File: src/rtl/cmpbr_pkg.sv
package cmpbr_pkg;
    localparam int FLAG_W = 5;
    localparam int FL_SGT = 0;
    localparam int FL_SLT = 1;
    localparam int FL_EQ  = 2;
    localparam int FL_UGT = 3;
    localparam int FL_ULT = 4;
    localparam int COND_W = 4;

    typedef logic [FLAG_W-1:0] flags_t;

    typedef enum logic [COND_W-1:0] {
        CND_EQ  = 4'd0,
        CND_NE  = 4'd1,
        CND_SLT = 4'd2,
        CND_SGT = 4'd3,
        CND_ULT = 4'd4,
        CND_UGT = 4'd5,
        CND_SGE = 4'd6,
        CND_SLE = 4'd7,
        CND_UGE = 4'd8,
        CND_ULE = 4'd9
    } cond_e;

    typedef struct packed {
        flags_t flags;
    } state_t;
endpackage

File: src/rtl/cmpbr_flag_gen.sv
module cmpbr_flag_gen
    import cmpbr_pkg::*;
#(
    parameter int DATA_W = 32
) (
    input  logic [DATA_W-1:0] op_a,
    input  logic [DATA_W-1:0] op_b,
    output flags_t            flags
);
    always_comb begin
        flags = '0;
        if (op_a == op_b) begin
            flags[FL_EQ] = 1'b1;
        end else begin
            flags[FL_SGT] = $signed(op_a) > $signed(op_b);
            flags[FL_SLT] = $signed(op_a) < $signed(op_b);
            flags[FL_UGT] = op_a > op_b;
            flags[FL_ULT] = op_a < op_b;
        end
    end
endmodule

File: src/rtl/cmpbr_cond_eval.sv
module cmpbr_cond_eval
    import cmpbr_pkg::*;
(
    input  logic [COND_W-1:0] cond,
    input  flags_t            flags,
    output logic              hit,
    output logic              undefined
);
    always_comb begin
        hit       = 1'b0;
        undefined = 1'b0;
        case (cond)
            CND_EQ:  hit = flags[FL_EQ];
            CND_NE:  hit = !flags[FL_EQ];
            CND_SLT: hit = flags[FL_SLT];
            CND_SGT: hit = flags[FL_SGT];
            CND_ULT: hit = flags[FL_ULT];
            CND_UGT: hit = flags[FL_UGT];
            CND_SGE: hit = flags[FL_SGT] | flags[FL_EQ];
            CND_SLE: hit = flags[FL_SLT] | flags[FL_EQ];
            CND_UGE: hit = flags[FL_UGT] | flags[FL_EQ];
            CND_ULE: hit = flags[FL_ULT] | flags[FL_EQ];
            default: undefined = 1'b1;
        endcase
    end
endmodule

File: src/rtl/cmpbr_disp_ext.sv
module cmpbr_disp_ext #(
    parameter int INSN_W = 16,
    parameter int OFS_W  = 10,
    parameter int ADDR_W = 32
) (
    input  logic [INSN_W-1:0] insn,
    output logic [ADDR_W-1:0] disp
);
    localparam int EXT_W = ADDR_W - OFS_W - 1;

    assign disp = {{EXT_W{insn[OFS_W-1]}}, insn[OFS_W-1:0], 1'b0};
endmodule

File: src/rtl/cmpbr_unit.sv
module cmpbr_unit
    import cmpbr_pkg::*;
#(
    parameter int DATA_W = 32,
    parameter int ADDR_W = 32,
    parameter int INSN_W = 16,
    parameter int OFS_W  = 10
) (
    input  logic              clk,
    input  logic              rst_n,
    input  logic              cmp_valid,
    input  logic [DATA_W-1:0] cmp_a,
    input  logic [DATA_W-1:0] cmp_b,
    input  logic              br_valid,
    input  logic [INSN_W-1:0] br_insn,
    input  logic [ADDR_W-1:0] cur_pc,
    output logic [FLAG_W-1:0] cc_flags,
    output logic              br_taken,
    output logic [ADDR_W-1:0] next_pc,
    output logic              br_illegal
);
    localparam int COND_HI = INSN_W - 3;
    localparam logic [ADDR_W-1:0] STEP = ADDR_W'(2);

    state_t state_d, state_q;
    flags_t cmp_flags;
    logic   cond_hit, cond_bad, is_branch;
    logic [ADDR_W-1:0] disp;

    cmpbr_flag_gen #(.DATA_W(DATA_W)) u_flag_gen (
        .op_a  (cmp_a),
        .op_b  (cmp_b),
        .flags (cmp_flags)
    );

    cmpbr_cond_eval u_cond_eval (
        .cond      (br_insn[COND_HI -: COND_W]),
        .flags     (state_q.flags),
        .hit       (cond_hit),
        .undefined (cond_bad)
    );

    cmpbr_disp_ext #(
        .INSN_W (INSN_W),
        .OFS_W  (OFS_W),
        .ADDR_W (ADDR_W)
    ) u_disp_ext (
        .insn (br_insn),
        .disp (disp)
    );

    always_comb begin
        state_d = state_q;
        if (cmp_valid) begin
            state_d.flags = cmp_flags;
        end
    end

    always_ff @(posedge clk or negedge rst_n) begin
        if (!rst_n) begin
            state_q <= '0;
        end else begin
            state_q <= state_d;
        end
    end

    assign is_branch  = br_valid && br_insn[INSN_W-1] && br_insn[INSN_W-2];
    assign br_taken   = is_branch && cond_hit && !cond_bad;
    assign br_illegal = is_branch && cond_bad;
    assign next_pc    = cur_pc + STEP + (br_taken ? disp : '0);
    assign cc_flags   = state_q.flags;
endmodule

File: config.mk
export PLATFORM = sky130hd
export DESIGN_NAME = cmpbr_unit
export DESIGN_NICKNAME = d
export VERILOG_FILES = /design/src/rtl/cmpbr_pkg.sv /design/src/rtl/cmpbr_flag_gen.sv /design/src/rtl/cmpbr_cond_eval.sv /design/src/rtl/cmpbr_disp_ext.sv /design/src/rtl/cmpbr_unit.sv
export SDC_FILE = /design/constraint.sdc
export NUM_CORES = 1
export LEC_CHECK = 0
export CAP_MARGIN = 20
export CORE_ASPECT_RATIO = 0.75
export CORE_MARGIN = 10
export CORE_UTILIZATION = 57
export CTS_CLUSTER_DIAMETER = 80
export CTS_CLUSTER_SIZE = 20
export DETAILED_ROUTE_END_ITERATION = 6
export DONT_BUFFER_PORTS = 1
export PLACE_DENSITY = 0.75
export SLEW_MARGIN = 0
export SYNTH_ARGS = -nofsm -noshare
export SYNTH_HDL_FRONTEND = slang
export SYNTH_SLANG_ARGS = --single-unit
File: constraint.sdc
create_clock -name clk -period 5.8 [get_ports clk]
set_input_delay 1.16 -clock clk [delete_from_list [all_inputs] [get_ports clk]]
set_output_delay 1.16 -clock clk [all_outputs]
set_load 0.1 [all_outputs]
==> results of run 1 <==
-- stage by stage --
stage | hold WS [ns] | area [um2] | worst slack, ns | cells
after floorplan | 0.864 | 3830 | -0.214 | 383
after global placement | 0.653 | 4800 | 0.0361 | 533
after detailed placement | 0.719 | 4800 | -0.414 | 533
-- logic make-up after synthesis --
| group | Yosys count | share of synthesized area, % |
|---|---|---|
| flip-flops | 5 | 4.14 |
| AND/OR/NAND/NOR | 90 | 15.6 |
| adder cells (fa/ha/maj) | 92 | 38.4 |
| buffers and inverters | 57 | 7.29 |
| AO/OA/AOI/OAI | 106 | 24.9 |
| multiplexers | 3 | 0.995 |
| XOR/XNOR | 30 | 8.70 |
==> flow_summary_export.csv, run 1 <==
group,metric,value,unit
placed_design,port_buffers,0,
synth,yosysMostFrequentCell,"ha_1",
clocking,cts_resized,61,
run_status,failed_stage,"clock tree synthesis (4_1_cts)",
placed_design,dp_hpwl,12600,um
floorplan,initial_core_util,60.3,%
synth,syn_area,3020,um2
synth,yosysWarnings,0,
clocking,cts_root_buf,"clkbuf_8",
clocking,cts_made_buffers,3,
floorplan,die_w,104,um
run_status,status,"stopped before the end",
synth,synth_top_cell_area_share,37.7,%
placed_design,globalplace.congestion,0.867,
synth,ys_ff_latch,5,
floorplan,die_h,83.0,um
synth,synth_commonest_cells,"ha_1 (91), inv_1 (48), a21oi_1 (26)",
clocking,cts_hold_buf,0,
synth,yosys-top-cells-area,"ha_1 (38%), xnor2_1 (6.4%), inv_1 (6.0%)",
synth,synth_edf_count,0,
synth,ys_seq_area_share,4.14,%
synth,yosys.area.top_type,"ha_1",
synth,ys_types,52,
floorplan,ios,155,
synth,synth_area_per_cell,7.88,um2
floorplan,row_count,22,
clocking,htreeDepth,1,
synth,async_flop_share,100,%
run_status,stop_error,"[ERROR DPL-0038] Utilization greater than 100%, impossible to legalize",
clocking,cts_setup_buffers,10,
synth,synth_ff_type,"dfrtp_1",
clocking,clock-sinks,5,
synth,synth_nets,591,
synth,synthCells,383,
clocking,clockBufferDepth,2,
==> run 2: changes to the inputs <==
--- a/config.mk
+++ b/config.mk
@@ -6,14 +6,11 @@
 export NUM_CORES = 1
 export LEC_CHECK = 0
 export CAP_MARGIN = 20
-export CORE_ASPECT_RATIO = 0.75
 export CORE_MARGIN = 10
-export CORE_UTILIZATION = 57
-export CTS_CLUSTER_DIAMETER = 80
-export CTS_CLUSTER_SIZE = 20
+export CORE_UTILIZATION = 40
 export DETAILED_ROUTE_END_ITERATION = 6
 export DONT_BUFFER_PORTS = 1
-export PLACE_DENSITY = 0.75
+export PLACE_DENSITY_LB_ADDON = 0.15
 export SLEW_MARGIN = 0
 export SYNTH_ARGS = -nofsm -noshare
 export SYNTH_HDL_FRONTEND = slang
==> constraint.sdc (replaced) <==
create_clock -name clk -period 7.5 [get_ports clk]
set_input_delay 1.5 -clock clk [delete_from_list [all_inputs] [get_ports clk]]
set_output_delay 1.5 -clock clk [all_outputs]
set_load 0.1 [all_outputs]
==> run 2 against run 1 <==
  * The run now ends clean
  * Synthesized cell count is the same
  * Synthesized area is the same
==> flow_summary_export.csv, run 2 <==
group,metric,value,unit
run_status,status,"finished clean",
sta,hold_slack,0.840,ns
grt,grt_max_degree,20,
cells_and_area,most-common-layout-cells,"ha_1 (91), inv_1 (48), buf_4 (27)",
grt,grt_overflow,0,
drt,vias_per_cell,5.45,
run,maxCapViolations,0,
floorplan,core,7290,um2
synth,async_flop_share,100,%
sta,fin_worst_skew,0,ns
placed_design,port_buffers,0,
synth,ys_seq_area_share,4.14,%
synth,syn_area,3020,um2
drt,vias,2805,
synth,yosysWarnings,0,
drt,wirelength,8230,um
setup_path,critPathKind,"input port to primary output",
synth,synth_edf_count,0,
clocking,cts_hold_buf,0,
cells_and_area,final_util,51.8,%
synth,yosysMostFrequentCell,"ha_1",
synth,synth_top_cell_area_share,37.7,%
clocking,cts_resized,0,
cells_and_area,final_cells,515,
cells_and_area,layout-drive-gt1-share,20.0,%
floorplan,row_count,31,
cells_and_area,final_nets,624,
clocking,clock-sinks,5,
placed_design,dp_hpwl,7680,um
power,p_leak,2.08,nW
setup_path,critPathLaunchType,"input port",
min_path,hold_depth,2,
placed_design,globalplace.congestion,0.805,
clocking,htreeDepth,1,
synth,ys_types,52,
power,powerDensity,109,nW/um2
drt,first_iter_violations,59,
drt,wl_per_cell,16.0,um
grt,grt_pass1_wl,13700,um
synth,ys_ff_latch,5,
floorplan,ios,155,
setup_path,cp-end-kind,"primary output",
setup_path,rr_endpoint,"cc_flags[0]",
clocking,cts_tree,"yes",
sta,timing.fmax,142,MHz
sta,fin_setup_tns,0,ns
setup_path,required,6.00,ns
synth,yosys-top-cells-area,"ha_1 (38%), xnor2_1 (6.4%), inv_1 (6.0%)",
setup_path,crit_path_start,"br_insn[10]",
clocking,insertion_delay,0.23,ns
floorplan,die_h,107,um
synth,yosys.area.top_type,"ha_1",
sta,finalSetupViolCount,0,
sta,slew_violations,0,
min_path,hold_start,"cc_flags[3]",
grt,grt_pass1_vias,2988,
setup_path,rr_startpoint,"cc_flags[0]",
synth,synthCells,383,
power,power.total,0.000413,W
floorplan,die_w,107,um
drt,antenna_left,0,
synth,synth_area_per_cell,7.88,um2
floorplan,die_area,11400,um2
cells_and_area,mostFrequentLayoutCell,"ha_1",
setup_path,critPathMaxFanout,7,
clocking,cts_setup_buffers,0,
synth,synth_commonest_cells,"ha_1 (91), inv_1 (48), a21oi_1 (26)",
drt,drt-pass1-iter-count,4,
sta,rsz0062_at_grt,"false",
clocking,clk_pin_slew_worst_paths,0.04,ns
setup_path,arrival,5.55,ns
sta,relSlewSlack,27.0,%
grt,grt_usage,13.9,%
sta,max_slew.worst_pin.slew,1.09,ns
setup_path,r2r_slack,6.40,ns
cells_and_area,syn2layout_area_growth,25.2,%
clocking,cts_root_buf,"clkbuf_8",
clocking,cts_made_buffers,3,
power,vdd_drop_max,90.6,uV
drt,drc,0,
min_path,hold_class,"register to register",
sta,fin_crit,7.05,ns
cells_and_area,largest_register_ffs,5,
synth,synth_ff_type,"dfrtp_1",
synth,synth_nets,591,
clocking,clockBufferDepth,2,
sta,finalCritPeriodShare,94.0,%
sta,finalHoldViolCount,0,
min_path,holdPathEnd,"cc_flags[3]",
grt,antenna_found_initial,1,
floorplan,initial_core_util,41.4,%
placed_design,dp_cells,510,
setup_path,worst_r2r_path_depth,3,
[run 2: metal layers]
layer | global-route usage, % | up-vias | share of wire (%)
li1 | - | 1448 | -
met1 | 14.1 | 1248 | 39
met2 | 25.7 | 99 | 49
met3 | 6.35 | 10 | 11
met4 | 2.80 | 0 | 1.3
met5 | 0 | - | 0
[run 2: critical path, cell delays in order]
cell and delay [ns]:
nor2b_1 0.02, a211oi_1 0.21, a31oi_1 0.06, a211oi_1 0.40, a311oi_4 0.11, buf_4 0.27
and2_1 0.20, ha_1 0.27, ha_1 0.16, inv_1 0.06, fa_1 0.43, nor2b_1 0.18
o211ai_1 0.12, a31oi_1 0.29, a21oi_1 0.16, o21ba_2 0.28, o21ai_0 0.25, o22ai_1 0.16
xnor2_2 0.19, buf_12 0.20
[run 2: worst max-delay path by stage]
stage,end,slack [ns]
finish,next_pc[30],0.45
global route,next_pc[30],0.09
CTS,next_pc[30],0.43
detailed placement,next_pc[30],0.43
global placement,next_pc[30],0.53
floorplan,next_pc[11],0.02
[run 2: cells by family (layout without fill, tap and decap cells)]
logic type      count (synthesis)  after routing  share of synthesized area, %
compound gates                106            106                          24.9
mux                             3              3                         0.995
fa+ha+maj                      92             92                          38.4
flops                           5              5                          4.14
xor+xnor                       30             30                          8.70
simple gates                   90             90                          15.6
other cells                     0              1                             0
buf+inv                        57             89                          7.29
[run 2: where the power goes]
group / total, W / internal (W) / switching, W / leakage [nW]
registers: 0.0000333 / 0.0000307 / 0.00000254 / 0.0610
logic: 0.000329 / 0.0000982 / 0.000231 / 1.99
clock network: 0.0000513 / 0.0000366 / 0.0000147 / 0.0228
total: 0.000413 / 0.000165 / 0.000248 / 2.08
[run 2: area by class of cell]
cell class                 instances  area, um2
antenna                            1       2.50
clock buffer                       4       45.0
fill                             703       3510
inverter                          48        180
multi-input combinational        321       2900
sequential                         5        125
tap                               99        124
timing repair buffer              37        403
[run 2: through the flow]
stage,instance area (um2),setup WS [ns]
2_1_floorplan,3160,0.0198
3_3_place_gp,3730,0.533
3_5_place_dp,3730,0.431
4_1_cts,3780,0.426
5_1_grt,3780,0.0907
6_report,3780,0.451
Note: power is estimated with default switching activity, not from simulation.
